<file path="config.mk">
export PLATFORM = sky130hd
export DESIGN_NAME = eag_unit
export DESIGN_NICKNAME = d
export VERILOG_FILES = /design/src/rtl/eag_pkg.sv /design/src/rtl/eag_index_add.sv /design/src/rtl/eag_direct.sv /design/src/rtl/eag_ptr_base.sv /design/src/rtl/eag_unit.sv
export SDC_FILE = /design/constraint.sdc
export NUM_CORES = 1
export LEC_CHECK = 0
export ABC_AREA = 1
export CAP_MARGIN = 5
export CORE_MARGIN = 3
export CORE_UTILIZATION = 30
export CTS_CLUSTER_SIZE = 28
export DETAILED_ROUTE_END_ITERATION = 6
export SKIP_CTS_REPAIR_TIMING = 1
export SLEW_MARGIN = 25
export SYNTH_ARGS = -nofsm -noshare
export SYNTH_HDL_FRONTEND = slang
export SYNTH_SLANG_ARGS = --single-unit
</file>
<file path="constraint.sdc">
create_clock -name clk -period 2.27 [get_ports clk]
set_input_delay 0.227 -clock clk [delete_from_list [all_inputs] [get_ports clk]]
set_output_delay 0.227 -clock clk [all_outputs]
set_load 0.01 [all_outputs]
</file>
<file path="src/rtl/eag_pkg.sv">
package eag_pkg;

    localparam int MODE_W = 4;

    localparam logic [MODE_W-1:0] MD_ACCUM      = 4'd0;
    localparam logic [MODE_W-1:0] MD_IMPL       = 4'd1;
    localparam logic [MODE_W-1:0] MD_IMM        = 4'd2;
    localparam logic [MODE_W-1:0] MD_PAGE0      = 4'd3;
    localparam logic [MODE_W-1:0] MD_PAGE0_X    = 4'd4;
    localparam logic [MODE_W-1:0] MD_PAGE0_Y    = 4'd5;
    localparam logic [MODE_W-1:0] MD_REL        = 4'd6;
    localparam logic [MODE_W-1:0] MD_FULL       = 4'd7;
    localparam logic [MODE_W-1:0] MD_FULL_X     = 4'd8;
    localparam logic [MODE_W-1:0] MD_FULL_Y     = 4'd9;
    localparam logic [MODE_W-1:0] MD_PTR        = 4'd10;
    localparam logic [MODE_W-1:0] MD_PRE_X_PTR  = 4'd11;
    localparam logic [MODE_W-1:0] MD_PTR_POST_Y = 4'd12;

    typedef enum logic [1:0] {
        RK_NONE = 2'd0,
        RK_IMM  = 2'd1,
        RK_REL  = 2'd2,
        RK_ADDR = 2'd3
    } res_kind_t;

    typedef enum logic [1:0] {
        ST_IDLE  = 2'd0,
        ST_RD_LO = 2'd1,
        ST_RD_HI = 2'd2,
        ST_JOIN  = 2'd3
    } eag_state_t;

    function automatic logic mode_fetches(input logic [MODE_W-1:0] m);
        return (m == MD_PTR) || (m == MD_PRE_X_PTR) || (m == MD_PTR_POST_Y);
    endfunction

endpackage

</file>
<file path="src/rtl/eag_index_add.sv">
module eag_index_add #(
    parameter int AW = 16,
    parameter int IW = 8
) (
    input  logic [AW-1:0] base,
    input  logic [IW-1:0] idx,
    output logic [AW-1:0] sum
);
    localparam int PAD = AW - IW;

    assign sum = base + {{PAD{1'b0}}, idx};
endmodule

</file>
<file path="src/rtl/eag_direct.sv">
module eag_direct
    import eag_pkg::*;
#(
    parameter int DW = 8,
    localparam int AW = 2 * DW
) (
    input  logic [MODE_W-1:0] mode,
    input  logic [DW-1:0]     opnd_lo,
    input  logic [DW-1:0]     opnd_hi,
    input  logic [DW-1:0]     idx_x,
    input  logic [DW-1:0]     idx_y,
    output res_kind_t         kind,
    output logic [AW-1:0]     value,
    output logic              fetch
);
    logic [DW-1:0] page0_x;
    logic [DW-1:0] page0_y;
    logic [DW-1:0] full_idx;
    logic [AW-1:0] full_base;
    logic [AW-1:0] full_sum;

    assign page0_x   = opnd_lo + idx_x;
    assign page0_y   = opnd_lo + idx_y;
    assign full_base = {opnd_hi, opnd_lo};
    assign full_idx  = (mode == MD_FULL_Y) ? idx_y : idx_x;

    eag_index_add #(.AW(AW), .IW(DW)) u_full_add (
        .base (full_base),
        .idx  (full_idx),
        .sum  (full_sum)
    );

    always_comb begin
        kind  = RK_NONE;
        value = '0;
        fetch = 1'b0;
        unique case (mode)
            MD_IMM: begin
                kind  = RK_IMM;
                value = {{DW{1'b0}}, opnd_lo};
            end
            MD_REL: begin
                kind  = RK_REL;
                value = {{DW{opnd_lo[DW-1]}}, opnd_lo};
            end
            MD_PAGE0: begin
                kind  = RK_ADDR;
                value = {{DW{1'b0}}, opnd_lo};
            end
            MD_PAGE0_X: begin
                kind  = RK_ADDR;
                value = {{DW{1'b0}}, page0_x};
            end
            MD_PAGE0_Y: begin
                kind  = RK_ADDR;
                value = {{DW{1'b0}}, page0_y};
            end
            MD_FULL: begin
                kind  = RK_ADDR;
                value = full_base;
            end
            MD_FULL_X, MD_FULL_Y: begin
                kind  = RK_ADDR;
                value = full_sum;
            end
            MD_PTR, MD_PRE_X_PTR, MD_PTR_POST_Y: begin
                fetch = 1'b1;
            end
            default: begin
                kind  = RK_NONE;
                value = '0;
            end
        endcase
    end
endmodule

</file>
<file path="src/rtl/eag_ptr_base.sv">
module eag_ptr_base
    import eag_pkg::*;
#(
    parameter int DW = 8,
    localparam int AW = 2 * DW
) (
    input  logic [MODE_W-1:0] mode,
    input  logic [DW-1:0]     opnd_lo,
    input  logic [DW-1:0]     opnd_hi,
    input  logic [DW-1:0]     idx_x,
    output logic [AW-1:0]     ptr,
    output logic              post_y
);
    logic [DW-1:0] pre_x;

    assign pre_x = opnd_lo + idx_x;

    always_comb begin
        ptr    = '0;
        post_y = 1'b0;
        unique case (mode)
            MD_PTR:        ptr = {opnd_hi, opnd_lo};
            MD_PRE_X_PTR:  ptr = {{DW{1'b0}}, pre_x};
            MD_PTR_POST_Y: begin
                ptr    = {{DW{1'b0}}, opnd_lo};
                post_y = 1'b1;
            end
            default:       ptr = '0;
        endcase
    end
endmodule

</file>
<file path="src/rtl/eag_unit.sv">
module eag_unit
    import eag_pkg::*;
#(
    parameter int DW = 8,
    localparam int AW = 2 * DW
) (
    input  logic              clk,
    input  logic              rst_n,
    input  logic              start,
    input  logic [MODE_W-1:0] mode,
    input  logic [DW-1:0]     opnd_lo,
    input  logic [DW-1:0]     opnd_hi,
    input  logic [DW-1:0]     idx_x,
    input  logic [DW-1:0]     idx_y,
    output logic              mem_re,
    output logic [AW-1:0]     mem_addr,
    input  logic [DW-1:0]     mem_rdata,
    output logic              done,
    output logic [1:0]        res_kind,
    output logic [AW-1:0]     res_value
);
    eag_state_t    state_q, state_d;
    res_kind_t     dir_kind;
    logic [AW-1:0] dir_value;
    logic          dir_fetch;
    logic [AW-1:0] base_ptr;
    logic          base_post_y;

    logic [AW-1:0] ptr_q;
    logic [DW-1:0] y_q;
    logic          post_y_q;
    logic [DW-1:0] lo_q;

    logic          accept;
    logic          busy;
    logic          rd_first;
    logic [AW-1:0] joined;
    logic [AW-1:0] joined_y;
    logic [AW-1:0] fetched;

    res_kind_t     kind_q;
    logic [AW-1:0] value_q;
    logic          done_q;

    eag_direct #(.DW(DW)) u_direct (
        .mode    (mode),
        .opnd_lo (opnd_lo),
        .opnd_hi (opnd_hi),
        .idx_x   (idx_x),
        .idx_y   (idx_y),
        .kind    (dir_kind),
        .value   (dir_value),
        .fetch   (dir_fetch)
    );

    eag_ptr_base #(.DW(DW)) u_ptr_base (
        .mode    (mode),
        .opnd_lo (opnd_lo),
        .opnd_hi (opnd_hi),
        .idx_x   (idx_x),
        .ptr     (base_ptr),
        .post_y  (base_post_y)
    );

    assign accept   = (state_q == ST_IDLE) && start;
    assign busy     = (state_q != ST_IDLE);
    assign rd_first = (state_q == ST_RD_LO);

    // Next-state logic
    always_comb begin
        state_d = state_q;
        unique case (state_q)
            ST_IDLE:  if (accept && dir_fetch) state_d = ST_RD_LO;
            ST_RD_LO: state_d = ST_RD_HI;
            ST_RD_HI: state_d = ST_JOIN;
            ST_JOIN:  state_d = ST_IDLE;
            default:  state_d = ST_IDLE;
        endcase
    end

    // State register
    always_ff @(posedge clk) begin
        if (!rst_n) state_q <= ST_IDLE;
        else        state_q <= state_d;
    end

    // Pointer context captured at acceptance and during the low read
    always_ff @(posedge clk) begin
        if (!rst_n) begin
            ptr_q    <= '0;
            y_q      <= '0;
            post_y_q <= 1'b0;
            lo_q     <= '0;
        end else begin
            if (accept && dir_fetch) begin
                ptr_q    <= base_ptr;
                y_q      <= idx_y;
                post_y_q <= base_post_y;
            end
            if (state_q == ST_RD_HI) lo_q <= mem_rdata;
        end
    end

    // Memory port (Moore)
    assign mem_re   = (state_q == ST_RD_LO) || (state_q == ST_RD_HI);
    assign mem_addr = (state_q == ST_RD_HI) ? AW'(ptr_q + 1'b1) : ptr_q;

    // Combine fetched pointer bytes
    assign joined = {mem_rdata, lo_q};

    eag_index_add #(.AW(AW), .IW(DW)) u_post_add (
        .base (joined),
        .idx  (y_q),
        .sum  (joined_y)
    );

    assign fetched = post_y_q ? joined_y : joined;

    // Output register
    always_ff @(posedge clk) begin
        if (!rst_n) begin
            done_q  <= 1'b0;
            kind_q  <= RK_NONE;
            value_q <= '0;
        end else begin
            done_q <= 1'b0;
            if (accept && !dir_fetch) begin
                done_q  <= 1'b1;
                kind_q  <= dir_kind;
                value_q <= dir_value;
            end else if (state_q == ST_JOIN) begin
                done_q  <= 1'b1;
                kind_q  <= RK_ADDR;
                value_q <= fetched;
            end
        end
    end

    assign done      = done_q;
    assign res_kind  = kind_q;
    assign res_value = value_q;
endmodule

</file>
==> out/metrics.yaml <==
max_stage_delay_ns: 0.48
synth_ff_type: "dfxtp_1"
syn_area_um2: 4950
p_int_mw: 2.73
clockRootBuffer: "clkbuf_16"
p_leak_nw: 3.59
layout_common_cells: "nand2_1, buf_4, inv_1"
ys_types: 38
overflow: 0
outcome: "finished with violations"
drtIter0Drc: 371
multiInputGateArea_um2: 3640
final-seq-area_um2: 1080
setup_slack_ns: -0.0463
p_sw_mw: 1.77
area_growth_pct: 46.6
final_area_um2: 7260
reg2reg_depth: 11
yosys.area_share.adder: 0.110
failed_checks: "setup timing"
finalHoldViolCount: 0
ys_seq_area_frac: 0.218
hold_depth: 4
firstDrtPassIters: 5
critical_path.reg2reg.startpoint: "lo_q[0]"
max-slew-margin-rel: 0.679
layout_commonest_cell: "nand2_1"
viasPerCell: 4.93
drt-total-wl_um: 18000
insertion_delay_ns: 0.30
vias: 5844
synth_xor_area_frac: 0.0442
period_minus_slack_ns: 2.32
fmax_ghz: 0.432
syn_inst: 787
worstPathCellList: "inv_2 -> ha_4 -> buf_4 -> buf_4 -> mux2_2 -> clkdlybuf4s50_1"
final_min_period_over_clock_period: 1.02
rows: 46
place_inst: 1172
placed_cell_area_um2: 6760
antennaDiodeCount: 0
p_sw_frac: 0.393
finalSetupViolations: 5
crit_arrival_ns: 2.09
die_area_um2: 18100
wl_per_cell_um: 15.2
grt_pass1_vias: 5514
required_ns: 2.04
p_per_area_nw_per_um2: 620
irDropWorstVdd_v: 0.000342
path_delay_family: "buffers and inverters"
r2r_slack_ns: 0.19
worstMarginPinSlew_ns: 0.481
grt_use_total: 0.193
drive_above_1_share: 0.217
finalHoldWorstSlack_ns: 0.388
synth_warnings: 0
clock-sinks: 54
grt_max_degree: 32
core_area_um2: 16000
layout.cells.non_filler: 1185
cts_buffers: 5
p_clk_frac: 0.203
path_max_fanout: 19
drc: 0
synth_top_family_by_area: "simple AND/OR/NAND/NOR gates"
clk_pin_slew_ns: 0.08
min_from: "mode[3]"
port_buffers: 82
muxShareOfSynthArea: 0.0182
maxCapViolations: 0
drv_slew: 0
h-tree-depth: 2
path_buf_inv: 4
path_class: "register to primary output"
pwr-share-seq: 0.294
finClkSkew_ns: 0.00562
startpoint_type: "register"
nFillCells: 1712
hold_path.class: "input pin to register"
ant_nets: 0
async_reset_ff_frac: 0
end_kind: "primary output"
io_pins: 83
syn_area_per_cell_um2: 6.29
place_ws_ns: -0.745
grt_pass1_wl_um: 28200
critPathMostFrequentCell: "buf_4"
cp_slowest_cell: "clkdlybuf4s50_1"
die_x_um: 134
p_comb_frac: 0.503
gp_congestion: 0.952
cts_tree: "built"
worstHoldEndpoint: "res_kind[0]"
fin_nets: 1056
hpwl_um: 14400
start_util: 0.309
rsz0062_at_grt: "yes"
synth_compound_area_frac: 0.179
synthesis.nets: 875
synth-seq-cells: 54
antenna_found_initial: 0
synthSimpleGateAreaFrac: 0.322
synth-edff-count: 0
rr_endpoint: "res_value[8]"
die_y_um: 134
clock_path_buffers: 2
-- per-layer routing --
| layer | GRT usage | up-vias | part of all wire |
|---|---|---|---|
| met2 | 0.325 | 179 | 0.47 |
| li1 | - | 2970 | - |
| met5 | 0 | - | 0 |
| met3 | 0.0293 | 33 | 0.057 |
| met1 | 0.259 | 2662 | 0.45 |
| met4 | 0.0532 | 0 | 0.022 |
-- worst min-delay path, delay by kind of cell --
kind / cells / cell delay, ns
compound gates: 2 / 0.23
buf+inv: 2 / 0.19
-- kinds of logic (layout without fill, tap and decap cells) --
| family | Yosys count | count (layout) |
|---|---|---|
| AO/OA/AOI/OAI | 164 | 164 |
| XOR/XNOR | 25 | 25 |
| adder cells (fa/ha/maj) | 41 | 41 |
| buffers and inverters | 135 | 317 |
| flip-flops | 54 | 54 |
| multiplexers | 8 | 8 |
| AND/OR/NAND/NOR | 360 | 360 |
-- synthesized netlist by cell type (all sizes together), types with 8 or more instances --
| cell type | instances | area share |
|---|---|---|
| o21ai | 65 | 0.066 |
| nand3 | 78 | 0.081 |
| mux2 | 8 | 0.018 |
| nand2 | 174 | 0.13 |
| nor3 | 11 | 0.011 |
| nor2 | 68 | 0.059 |
| clkbuf | 10 | 0.0076 |
| xnor2 | 12 | 0.021 |
| nand4 | 20 | 0.025 |
| xor2 | 13 | 0.023 |
| buf | 10 | 0.013 |
| a21oi | 72 | 0.073 |
| inv | 115 | 0.089 |
| dfxtp | 54 | 0.22 |
| ha | 37 | 0.094 |
-- final cells by class --
| cell class | instances | area share |
|---|---|---|
| clock inverters | 3 | 0.00604 |
| repair buffers | 194 | 0.228 |
| flip-flops and latches | 54 | 0.150 |
| well taps | 216 | 0.0372 |
| clock buffers | 5 | 0.0172 |
| multi-input cells | 598 | 0.501 |
| inverters | 115 | 0.0605 |
-- power by group through the flow --
| stage | Sequential, mW | Clock [mW] | Combinational [mW] |
|---|---|---|---|
| final | 1.32 | 0.916 | 2.26 |
| after global placement | 1.33 | 0 | 2.15 |
| after CTS | 1.31 | 0.930 | 2.17 |
| after global routing | 1.35 | 0.970 | 2.51 |
| after floorplan | 1.35 | 0 | 1.12 |
| after detailed placement | 1.33 | 0 | 2.16 |
-- sequential cells by signal, indices dropped and copies added, names as in the netlist --
name	cells
res_kind	2
ptr_q	16
y_q	8
lo_q	8
done	1
res_value	16
post_y_q	1
state_q	2
-- worst max-delay path by stage --
stage	to	cells after the start	slack, ns	startpoint
2_1_floorplan	res_value[12]	19	0.01	mode[0]
3_3_place_gp	res_value[11]	19	-0.72	mode[0]
3_5_place_dp	res_value[11]	19	-0.75	mode[0]
4_1_cts	mem_addr[11]	11	-0.68	state_q[0]
5_1_grt	mem_addr[14]	12	-0.15	state_q[0]
6_report	mem_addr[1]	6	-0.05	state_q[0]
-- per-stage QoR --
stage / util / power [mW] / setup TNS [ns]
floorplan: - / 2.47 / 0
global placement: 0.422 / 3.48 / -10.70
detailed placement: 0.422 / 3.49 / -11.19
CTS: 0.433 / 4.42 / -10.09
global route: 0.453 / 4.82 / -0.885
finish: 0.453 / 4.50 / -0.149
(Power assumes the default switching activity.)
